`src/rtl/ipc_mbox_pkg.sv`:
```
package ipc_mbox_pkg;

    typedef enum logic [1:0] {
        VIEW_DIRECT = 2'd0,
        VIEW_SET    = 2'd1,
        VIEW_CLEAR  = 2'd2,
        VIEW_RSVD   = 2'd3
    } mbox_view_e;

    function automatic int slot_count(bit sw_irq_en);
        return sw_irq_en ? 6 : 2;
    endfunction

endpackage

```
`src/rtl/ipc_mbox_slot.sv`:
```
module ipc_mbox_slot #(
    parameter int DATA_W = 32
) (
    input  logic              clk,
    input  logic              rst_n,
    input  logic              wr_dir,
    input  logic              wr_set,
    input  logic              wr_clr,
    input  logic [DATA_W-1:0] wdata,
    output logic [DATA_W-1:0] word,
    output logic              irq
);

    typedef struct packed {
        logic [DATA_W-1:0] word;
    } slot_state_t;

    slot_state_t st_d, st_q;

    always_comb begin
        st_d = st_q;
        if (wr_dir) begin
            st_d.word = wdata;
        end else if (wr_set) begin
            st_d.word = st_q.word | wdata;
        end else if (wr_clr) begin
            st_d.word = st_q.word & ~wdata;
        end
    end

    always_ff @(posedge clk or negedge rst_n) begin
        if (!rst_n) begin
            st_q <= '0;
        end else begin
            st_q <= st_d;
        end
    end

    assign word = st_q.word;
    assign irq  = |st_q.word;

    // no write, no change
    a_r3_hold: assert property (@(posedge clk) disable iff (!rst_n)
        !(wr_dir || wr_set || wr_clr) |=> $stable(word));

    // set view never drops a bit
    a_r4_set_keeps: assert property (@(posedge clk) disable iff (!rst_n)
        wr_set |=> ((word & $past(word)) == $past(word)));

    // clear view leaves no targeted bit set
    a_r5_clr_clears: assert property (@(posedge clk) disable iff (!rst_n)
        wr_clr |=> ((word & $past(wdata)) == '0));

    // interrupt rises only after a direct or set write
    a_r6_irq_rise: assert property (@(posedge clk) disable iff (!rst_n)
        $rose(irq) |-> $past(wr_dir || wr_set));

    // interrupt falls only after a direct or clear write
    a_r6_irq_fall: assert property (@(posedge clk) disable iff (!rst_n)
        $fell(irq) |-> $past(wr_dir || wr_clr));

endmodule

```
`src/rtl/ipc_mbox_mutex.sv`:
```
module ipc_mbox_mutex (
    input  logic clk,
    input  logic rst_n,
    input  logic take,
    input  logic release_req,
    output logic free
);

    typedef struct packed {
        logic free;
    } mtx_state_t;

    mtx_state_t st_d, st_q;

    always_comb begin
        st_d = st_q;
        if (release_req) begin
            st_d.free = 1'b1;
        end else if (take) begin
            st_d.free = 1'b0;
        end
    end

    always_ff @(posedge clk or negedge rst_n) begin
        if (!rst_n) begin
            st_q.free <= 1'b1;
        end else begin
            st_q <= st_d;
        end
    end

    assign free = st_q.free;

    // a read of a free mutex takes it
    a_r7_take: assert property (@(posedge clk) disable iff (!rst_n)
        (take && free && !release_req) |=> !free);

    // a read of a held mutex keeps it held
    a_r8_held: assert property (@(posedge clk) disable iff (!rst_n)
        (!free && !release_req) |=> !free);

    // writing 1 releases
    a_r9_release: assert property (@(posedge clk) disable iff (!rst_n)
        release_req |=> free);

endmodule

```
`src/rtl/ipc_mbox_top.sv`:
```
module ipc_mbox_top
    import ipc_mbox_pkg::*;
#(
    parameter int ADDR_W    = 8,
    parameter int DATA_W    = 32,
    parameter bit SW_IRQ_EN = 1'b0,
    parameter int NUM_SLOTS = slot_count(SW_IRQ_EN)
) (
    input  logic                 clk,
    input  logic                 rst_n,
    input  logic [ADDR_W-1:0]    bus_addr,
    input  logic                 bus_wr_en,
    input  logic [DATA_W-1:0]    bus_wr_data,
    input  logic                 bus_rd_en,
    output logic [DATA_W-1:0]    bus_rd_data,
    output logic [NUM_SLOTS-1:0] mbox_irq
);

    localparam int IDX_W = ADDR_W - 2;
    localparam logic [ADDR_W-1:0] MUTEX_ADDR = {ADDR_W{1'b1}};
    localparam logic [IDX_W-1:0]  SLOT_LIM   = IDX_W'(NUM_SLOTS);

    typedef struct packed {
        logic [DATA_W-1:0] rdata;
    } top_state_t;

    top_state_t st_d, st_q;

    logic [IDX_W-1:0]  slot_idx;
    mbox_view_e        view;
    logic              slot_hit;
    logic              mutex_hit;
    logic              mtx_free;
    logic [DATA_W-1:0] words [NUM_SLOTS];

    assign slot_idx  = bus_addr[ADDR_W-1:2];
    assign view      = mbox_view_e'(bus_addr[1:0]);
    assign mutex_hit = (bus_addr == MUTEX_ADDR);
    assign slot_hit  = !mutex_hit && (slot_idx < SLOT_LIM);

    for (genvar g = 0; g < NUM_SLOTS; g++) begin : g_slot
        logic sel;
        assign sel = bus_wr_en && slot_hit && (slot_idx == IDX_W'(g));

        ipc_mbox_slot #(.DATA_W(DATA_W)) i_slot (
            .clk    (clk),
            .rst_n  (rst_n),
            .wr_dir (sel && (view == VIEW_DIRECT)),
            .wr_set (sel && (view == VIEW_SET)),
            .wr_clr (sel && (view == VIEW_CLEAR)),
            .wdata  (bus_wr_data),
            .word   (words[g]),
            .irq    (mbox_irq[g])
        );
    end

    ipc_mbox_mutex i_mutex (
        .clk         (clk),
        .rst_n       (rst_n),
        .take        (bus_rd_en && mutex_hit),
        .release_req (bus_wr_en && mutex_hit && bus_wr_data[0]),
        .free        (mtx_free)
    );

    always_comb begin
        st_d = '0;
        if (bus_rd_en) begin
            if (mutex_hit) begin
                st_d.rdata = {{(DATA_W-1){1'b0}}, mtx_free};
            end else if (slot_hit && (view == VIEW_DIRECT)) begin
                for (int i = 0; i < NUM_SLOTS; i++) begin
                    if (slot_idx == IDX_W'(i)) begin
                        st_d.rdata = words[i];
                    end
                end
            end
        end
    end

    always_ff @(posedge clk or negedge rst_n) begin
        if (!rst_n) begin
            st_q <= '0;
        end else begin
            st_q <= st_d;
        end
    end

    assign bus_rd_data = st_q.rdata;

    // unused addresses and write-only views read as zero
    a_r11_unused_zero: assert property (@(posedge clk) disable iff (!rst_n)
        (bus_rd_en && !mutex_hit && !(slot_hit && (view == VIEW_DIRECT)))
        |=> (bus_rd_data == '0));

    // a read of a held mutex returns zero
    a_r8_read_zero: assert property (@(posedge clk) disable iff (!rst_n)
        (bus_rd_en && mutex_hit && !mtx_free) |=> (bus_rd_data == '0));

endmodule

```
`config.mk`:
```
export PLATFORM = sky130hd
export DESIGN_NAME = ipc_mbox_top
export DESIGN_NICKNAME = d
export VERILOG_FILES = /design/src/rtl/ipc_mbox_pkg.sv /design/src/rtl/ipc_mbox_slot.sv /design/src/rtl/ipc_mbox_mutex.sv /design/src/rtl/ipc_mbox_top.sv
export SDC_FILE = /design/constraint.sdc
export NUM_CORES = 1
export LEC_CHECK = 0
export ABC_AREA = 1
export BUFFER_PORTS_ARGS = -buffer_cell sky130_fd_sc_hd__buf_2
export CAP_MARGIN = 20
export CORE_MARGIN = 4
export CORE_UTILIZATION = 40
export DETAILED_ROUTE_END_ITERATION = 8
export GPL_TIMING_DRIVEN = 0
export SETUP_SLACK_MARGIN = 0.5
export SLEW_MARGIN = 20
export SYNTH_ARGS = -nofsm -noshare
export SYNTH_HDL_FRONTEND = slang
export SYNTH_SLANG_ARGS = --single-unit
```
`constraint.sdc`:
```
create_clock -name clk -period 1.7 [get_ports clk]
set_clock_uncertainty 0.2 [all_clocks]
set_input_delay 0.085 -clock clk [delete_from_list [all_inputs] [get_ports clk]]
set_output_delay 0.085 -clock clk [all_outputs]
set_load 0.02 [all_outputs]
```
==> impl_metrics.py, run 1 <==
metrics = {
    "floorplanning": {
        "number_of_core_rows": 40,
        "floorplan.die.width_um": 120,
        "initial_utilization_pct": 41.2,
        "die_area_um2": 14300,
        "die_h_um": 120,
        "core-area_um2": 12100,
        "num_io_pins": 78,
    },
    "synthesis": {
        "synth_top_area_share_pct": 48.1,
        "synth_area_leader_cell": "sky130_fd_sc_hd__dfrtp_1",
        "synth_edf_count": 0,
        "netlist_area_um2": 4990,
        "synth.net_count": 675,
        "postSynth.asyncResetShare_pct": 100,
        "yosys_most_used_dff": "sky130_fd_sc_hd__dfrtp_1",
        "yosysWarnings": 0,
        "sequential_share_of_the_synthesized_area_pct": 48.6,
        "number_of_different_library_cells_in_the_post_synthesis_netlist": 25,
        "syn_inst": 631,
        "largest_cells_by_area_after_synthesis": "sky130_fd_sc_hd__dfrtp_1 (48%), sky130_fd_sc_hd__nand2_1 (18%), sky130_fd_sc_hd__nand4_1 (8.8%)",
        "syn_area_per_cell_um2": 7.91,
        "synth_register_bits": 97,
    },
    "routing": {
        "detailedRoute.firstIterationViolations": 376,
        "drt-wirelength-per-cell_um": 16.5,
        "total_length_of_routed_wires_mm": 15.7,
        "detail_route.first_pass.iterations": 5,
        "route.detailed.drc": 0,
        "dr_total_vias": 5056,
        "antenna_left": 0,
        "viasPerCell": 5.31,
    },
    "grt": {
        "grtUsageMet2_pct": 34.5,
        "gr-usage-all-layers_pct": 22.0,
        "grt_busiest_layer": "met2",
        "grt_first_pass_wirelength_mm": 24.9,
        "grt_antenna_before_repair": 0,
        "first_global_vias": 4863,
        "met3_routing_resource_usage_after_global_routing_pct": 3.02,
        "grt_start_max_net_pins": 55,
        "grt.met1_usage_pct": 30.9,
        "grt_remaining_overflow": 0,
    },
    "layout": {
        "insertedDiodeCount": 0,
        "seqCellArea_um2": 2430,
        "area_growth_syn_to_layout_pct": 35.9,
        "post_layout_nonfiller_instances": 953,
        "multiInputGateArea_um2": 2280,
        "final_nets": 824,
        "design_area_um2": 6790,
        "filler_cell_count": 1135,
        "utilization_pct": 56.0,
        "drive_above_1_share_pct": 27.5,
    },
    "placement": {
        "placedCellCount": 876,
        "dpl.hpwl_mm": 10.0,
        "dpl-instance-area_um2": 5630,
        "place.gp.congestion": 0.861,
        "portBuffers": 76,
        "post-place-ws_ns": 0.0837,
    },
    "power_and_ir_drop": {
        "cellLeakagePower_nw": 3.42,
        "vdd_ir_drop_max_mv": 0.412,
        "powerDensity_nw_per_um2": 790,
    },
    "worst_setup_path": {
        "crit_path_arrival_time_ns": 1.65,
        "startpoint_type": "register",
        "critical_path_required_ns": 1.41,
        "criticalPathCategory": "register to output pin",
        "critical_path.max_fanout": 3,
        "capturing_element_type_of_the_critical_path": "output pin",
    },
    "clock_network": {
        "tritoncts.num_buffers": 9,
        "clk_latency_ns": 0.35,
        "number_of_sinks_driven_by_the_clock_tree": 97,
        "cts.htree.levels": 3,
        "cts_tree": "yes",
        "clock-root-buffer": "sky130_fd_sc_hd__clkbuf_16",
        "cts.reportedPaths.clkPinSlew_ns": 0.07,
        "cts_buffer_depth": 2,
    },
    "status": {
        "failed_checks": "negative hold slack, negative setup slack",
        "outcome": "finished, violations left",
    },
    "timing": {
        "timing.final.max_slew_violations": 0,
        "layout_setup_ws_ns": -0.235,
        "layout_min_cycle_time_ns": 1.94,
        "hold-worst-slack_ns": -0.129,
        "part_of_the_cycle_the_worst_path_needs_pct": 114,
        "timing.final.hold_violations": 5,
        "fmaxAchievable_mhz": 517,
        "worst_slew_pin_slew_ns": 0.552,
        "worst_slew_margin_rel_pct": 63.2,
        "setup_repair_after_global_routing_missed_its_margin": "yes",
        "report.final.setup_viol": 2,
    },
    "worst_hold_path": {
        "hold_start": "bus_addr[4]",
        "hold_class": "input port to register",
    },
    "flow_run": {
        "drv_cap": 0,
    },
}
[through the flow]
step / power (mW) / hold slack [ns] / setup TNS (ns)
3_3_place_gp: 3.20 / 0.136 / -66.17
3_5_place_dp: 3.22 / -0.161 / 0
2_1_floorplan: 2.92 / -0.411 / 0
6_report: 5.36 / -0.129 / -0.449
4_1_cts: 5.35 / -0.113 / -0.445
5_1_grt: 5.59 / -0.101 / -0.571
[final timing paths]
| path | to | slack [ns] | cells past startpoint |
|---|---|---|---|
| max in group asynchronous | i_mutex.free$_DFFE_PN1P_ | 0.62 | 3 |
| max | mbox_irq[1] | -0.24 | 6 |
| min in group asynchronous | asynchronous set/reset pin | 0.04 | 2 |
| min reg2reg | i_mutex.free$_DFFE_PN1P_ | 0.29 | 2 |
| max reg2reg | bus_rd_data[6]$_DFF_PN0_ | 0.73 | 3 |
| min | i_mutex.free$_DFFE_PN1P_ | -0.13 | 5 |
[synth_stat cells, types with 4 or more instances]
library cell / n
sky130_fd_sc_hd__nand2_1: 238
sky130_fd_sc_hd__dfrtp_1: 96
sky130_fd_sc_hd__nand4_1: 70
sky130_fd_sc_hd__nand3_1: 65
sky130_fd_sc_hd__inv_1: 35
sky130_fd_sc_hd__nor2_1: 26
sky130_fd_sc_hd__a21oi_1: 25
sky130_fd_sc_hd__buf_6: 14
sky130_fd_sc_hd__buf_2: 11
sky130_fd_sc_hd__clkbuf_1: 10
sky130_fd_sc_hd__buf_4: 7
sky130_fd_sc_hd__a21oi_2: 6
sky130_fd_sc_hd__buf_1: 5
sky130_fd_sc_hd__nor4_1: 5
sky130_fd_sc_hd__nor2_4: 4
[cells by family after synthesis]
kind of cell | after synthesis | synth area share, %
AO/OA/AOI/OAI | 33 | 3.76
buffers and inverters | 85 | 9.30
flip-flops | 97 | 48.6
AND/OR/NAND/NOR | 416 | 38.3
[power by group]
part	total, mW	internal (mW)	switching [mW]
logic	0.788	0.317	0.472
clock network	2.02	1.15	0.867
registers	2.56	2.43	0.123
total	5.36	3.90	1.46
[worst max-delay path: stages, from the launching register on]
cell and delay [ns]:
sky130_fd_sc_hd__dfrtp_1 0.41, sky130_fd_sc_hd__nor4_2 0.31, sky130_fd_sc_hd__nand2_1 0.12, sky130_fd_sc_hd__nor2_2 0.13, sky130_fd_sc_hd__nand2_2 0.09, sky130_fd_sc_hd__buf_6 0.12, sky130_fd_sc_hd__buf_6 0.12
[layout make-up]
type                       count  area share [%]
timing repair buffer         137            15.4
clock buffer                  14            4.19
sequential                    97            35.8
clock inverter                 2           0.148
inverter                      38            2.10
multi-input combinational    450            33.6
buffer                        47            5.66
tap                          168            3.10
[layout by cell type (no fill, tap or decap), types with 2 or more instances in the layout]
cell type,netlist,layout
sky130_fd_sc_hd__a21oi_1,25,10
sky130_fd_sc_hd__nand2_2,0,14
sky130_fd_sc_hd__inv_1,35,35
sky130_fd_sc_hd__nor4_1,5,2
sky130_fd_sc_hd__dfrtp_1,96,96
sky130_fd_sc_hd__buf_8,0,6
sky130_fd_sc_hd__nand3_1,65,65
sky130_fd_sc_hd__nand2_4,0,3
sky130_fd_sc_hd__nand4_1,70,70
sky130_fd_sc_hd__nor4_2,0,3
sky130_fd_sc_hd__nor2_2,2,5
sky130_fd_sc_hd__clkinv_2,0,2
sky130_fd_sc_hd__a21oi_2,6,20
sky130_fd_sc_hd__buf_6,14,21
sky130_fd_sc_hd__clkbuf_8,0,5
sky130_fd_sc_hd__buf_2,11,81
sky130_fd_sc_hd__clkbuf_1,10,8
sky130_fd_sc_hd__nor2_4,4,7
sky130_fd_sc_hd__nor2_1,26,21
sky130_fd_sc_hd__inv_2,3,3
sky130_fd_sc_hd__buf_4,7,18
sky130_fd_sc_hd__clkbuf_2,0,5
sky130_fd_sc_hd__clkbuf_16,0,11
sky130_fd_sc_hd__clkbuf_4,0,4
sky130_fd_sc_hd__dlygate4sd3_1,0,37
sky130_fd_sc_hd__nand2_1,238,221
[layer usage]
metal / routed length, um / up-vias
met5: 0 / -
met4: 363 / 0
met3: 1070 / 30
met2: 7350 / 221
met1: 6930 / 2404
li1: - / 2401
[what timing repair did]
action	4_1_cts	5_1_grt
buffers inserted	3	15
pin swaps	9	43
hold buffers	37	1
gates resized for setup	11	73
hold endpoints to repair	162	5
gates cloned	0	6
setup endpoints to repair	8	95
(Power assumes the default switching activity.)
==> run 2: changes to the inputs <==
--- a/config.mk
+++ b/config.mk
@@ -8,10 +8,12 @@
 export ABC_AREA = 1
 export BUFFER_PORTS_ARGS = -buffer_cell sky130_fd_sc_hd__buf_2
 export CAP_MARGIN = 20
+export CORE_ASPECT_RATIO = 1.75
 export CORE_MARGIN = 4
-export CORE_UTILIZATION = 40
+export CORE_UTILIZATION = 45
 export DETAILED_ROUTE_END_ITERATION = 8
 export GPL_TIMING_DRIVEN = 0
+export PLACE_DENSITY = 0.66
 export SETUP_SLACK_MARGIN = 0.5
 export SLEW_MARGIN = 20
 export SYNTH_ARGS = -nofsm -noshare
==> impl_metrics.py, run 2 (synthesized netlist as in run 1, its figures left out) <==
metrics = {
    "grt": {
        "grt_start_max_net_pins": 77,
        "gr-usage-all-layers_pct": 24.1,
        "first_global_vias": 5044,
        "grt_remaining_overflow": 0,
        "grt_first_pass_wirelength_mm": 24.2,
        "grt_antenna_before_repair": 0,
    },
    "routing": {
        "route.detailed.drc": 0,
        "dr_total_vias": 5006,
        "drt-wirelength-per-cell_um": 16.8,
        "detail_route.first_pass.iterations": 4,
        "total_length_of_routed_wires_mm": 15.1,
        "antenna_left": 0,
        "viasPerCell": 5.55,
        "detailedRoute.firstIterationViolations": 325,
    },
    "layout": {
        "final_common_cell": "sky130_fd_sc_hd__nand2_1",
        "filler_cell_count": 987,
        "insertedDiodeCount": 0,
        "drive_above_1_share_pct": 22.5,
        "most-common-layout-cells": "sky130_fd_sc_hd__nand2_1 (238), sky130_fd_sc_hd__dfrtp_1 (96), sky130_fd_sc_hd__buf_2 (82)",
        "area_growth_syn_to_layout_pct": 29.4,
        "final_nets": 811,
        "utilization_pct": 60.1,
        "post_layout_nonfiller_instances": 902,
    },
    "power_and_ir_drop": {
        "vdd_ir_drop_max_mv": 0.605,
        "powerDensity_nw_per_um2": 863,
        "cellLeakagePower_nw": 3.28,
    },
    "placement": {
        "portBuffers": 76,
        "post-place-ws_ns": 0.0955,
        "placedCellCount": 838,
        "dpl.hpwl_mm": 10.5,
        "place.gp.congestion": 0.894,
    },
    "worst_hold_path": {
        "hold_start": "bus_addr[4]",
        "hold_depth": 5,
        "worst_hold_path.endpoint": "i_mutex.free$_DFFE_PN1P_",
        "hold_class": "input port to register",
    },
    "clock_network": {
        "number_of_sinks_driven_by_the_clock_tree": 97,
        "clk_latency_ns": 0.35,
        "clock-root-buffer": "sky130_fd_sc_hd__clkbuf_16",
        "cts.htree.levels": 3,
        "cts_tree": "yes",
        "cts_buffer_depth": 2,
        "cts.reportedPaths.clkPinSlew_ns": 0.07,
        "tritoncts.num_buffers": 9,
    },
    "worst_setup_path": {
        "startpoint_type": "register",
        "criticalPathCategory": "register to output pin",
        "path_delay_family": "simple AND/OR/NAND/NOR gates",
        "critical_path_required_ns": 1.41,
        "timing.critical_path.cells": "nor4_2 > nand2_1 > nor2_2 > nand2_1 > buf_6 > buf_6",
        "worst-path-buf-inv": 2,
        "cp_slowest_cell": "sky130_fd_sc_hd__dfrtp_1",
        "crit_path_arrival_time_ns": 1.61,
        "critical_path.max_stage_delay_ns": 0.41,
        "worstRegToRegCells": 4,
        "ff2ff_setup_slack_ns": 0.62,
        "critical_path.max_fanout": 2,
        "capturing_element_type_of_the_critical_path": "output pin",
        "timing.rr.end": "bus_rd_data[18]$_DFF_PN0_",
    },
    "floorplanning": {
        "core-area_um2": 10800,
        "floorplan.die.width_um": 87.6,
        "initial_utilization_pct": 46.4,
        "num_io_pins": 78,
        "number_of_core_rows": 50,
        "die_area_um2": 12900,
        "die_h_um": 147,
    },
    "timing": {
        "totalNegativeSetupSlack_ns": -0.388,
        "layout_min_cycle_time_ns": 1.90,
        "worst_slew_pin_slew_ns": 0.558,
        "part_of_the_cycle_the_worst_path_needs_pct": 112,
        "fmaxAchievable_mhz": 527,
        "worst_slew_margin_rel_pct": 62.8,
        "report.final.setup_viol": 2,
        "hold-worst-slack_ns": -0.0831,
        "timing.final.max_slew_violations": 0,
        "setup_repair_after_global_routing_missed_its_margin": "yes",
        "timing.final.hold_violations": 25,
        "layout_setup_ws_ns": -0.197,
    },
    "status": {
        "failed_checks": "negative hold slack, negative setup slack",
        "outcome": "finished, violations left",
    },
    "flow_run": {
        "drv_cap": 0,
    },
}
[run 2: cell types whose count changed in the layout (fill, tap and decap cells not counted), moves of 4 or more]
cell | before | now
sky130_fd_sc_hd__a21oi_1 | 10 | 23
sky130_fd_sc_hd__clkbuf_8 | 5 | 1
sky130_fd_sc_hd__a21oi_2 | 20 | 8
sky130_fd_sc_hd__nand2_2 | 14 | 0
sky130_fd_sc_hd__buf_8 | 6 | 0
sky130_fd_sc_hd__clkbuf_4 | 4 | 0
sky130_fd_sc_hd__nand2_1 | 221 | 238
sky130_fd_sc_hd__buf_4 | 18 | 13
[run 2: how the worst max path moves through the flow]
stage          startpoint                        end  slack (ns)  depth (start not counted)
2_1_floorplan    register                mbox_irq[1]        0.45                          7
5_1_grt          register                mbox_irq[0]       -0.28                          6
4_1_cts          register                mbox_irq[1]       -0.22                          6
3_3_place_gp        rst_n  bus_rd_data[27]$_DFF_PN0_       -0.67                          1
3_5_place_dp     register                mbox_irq[1]         0.1                          6
6_report         register                mbox_irq[1]       -0.20                          6
[run 2: timing repair]
item,CTS,global route
endpoints found under the setup margin,5,89
setup buffers,6,4
gates resized for setup,10,22
gates cloned,0,1
hold buffers,37,1
endpoints found under the hold margin,162,23
pin swaps,7,11
[run 2: metal layers]
metal	track usage [%]	share of wire (%)	routed length [um]
met1	27.3	37	5620
met2	41.7	52	7890
met3	4.21	6.5	990
met4	12.7	4.2	639
met5	0	0	0
[run 2: final cells by class]
type	count	area [um^2]	share of cell area, %
inverters	38	143	2.21
multi-input cells	450	2160	33.5
repair buffers	124	872	13.5
clock buffers	10	239	3.70
plain buffers	47	365	5.65
flip-flops and latches	97	2430	37.6
well taps	130	163	2.52
clock inverters	6	90.1	1.39
[run 2: worst min-delay path: stages]
cell and delay [ns]:
sky130_fd_sc_hd__buf_2 0.12, sky130_fd_sc_hd__nand2_1 0.07, sky130_fd_sc_hd__nor3_1 0.06, sky130_fd_sc_hd__nand2_1 0.07, sky130_fd_sc_hd__o21ai_1 0.06
[run 2: metrics by stage]
stage | cell area, um^2 | power [mW]
2_1_floorplan | 5010 | 2.92
3_3_place_gp | 5550 | 3.20
3_5_place_dp | 5580 | 3.22
4_1_cts | 6360 | 5.56
5_1_grt | 6460 | 5.77
6_report | 6460 | 5.58
[run 2: power by group]
| part | switching, mW | leakage, nW | total [mW] | internal [mW] |
|---|---|---|---|---|
| Sequential | 0.113 | 1.33 | 2.55 | 2.43 |
| Clock | 0.918 | 0.159 | 2.25 | 1.34 |
| Combinational | 0.466 | 1.79 | 0.776 | 0.310 |
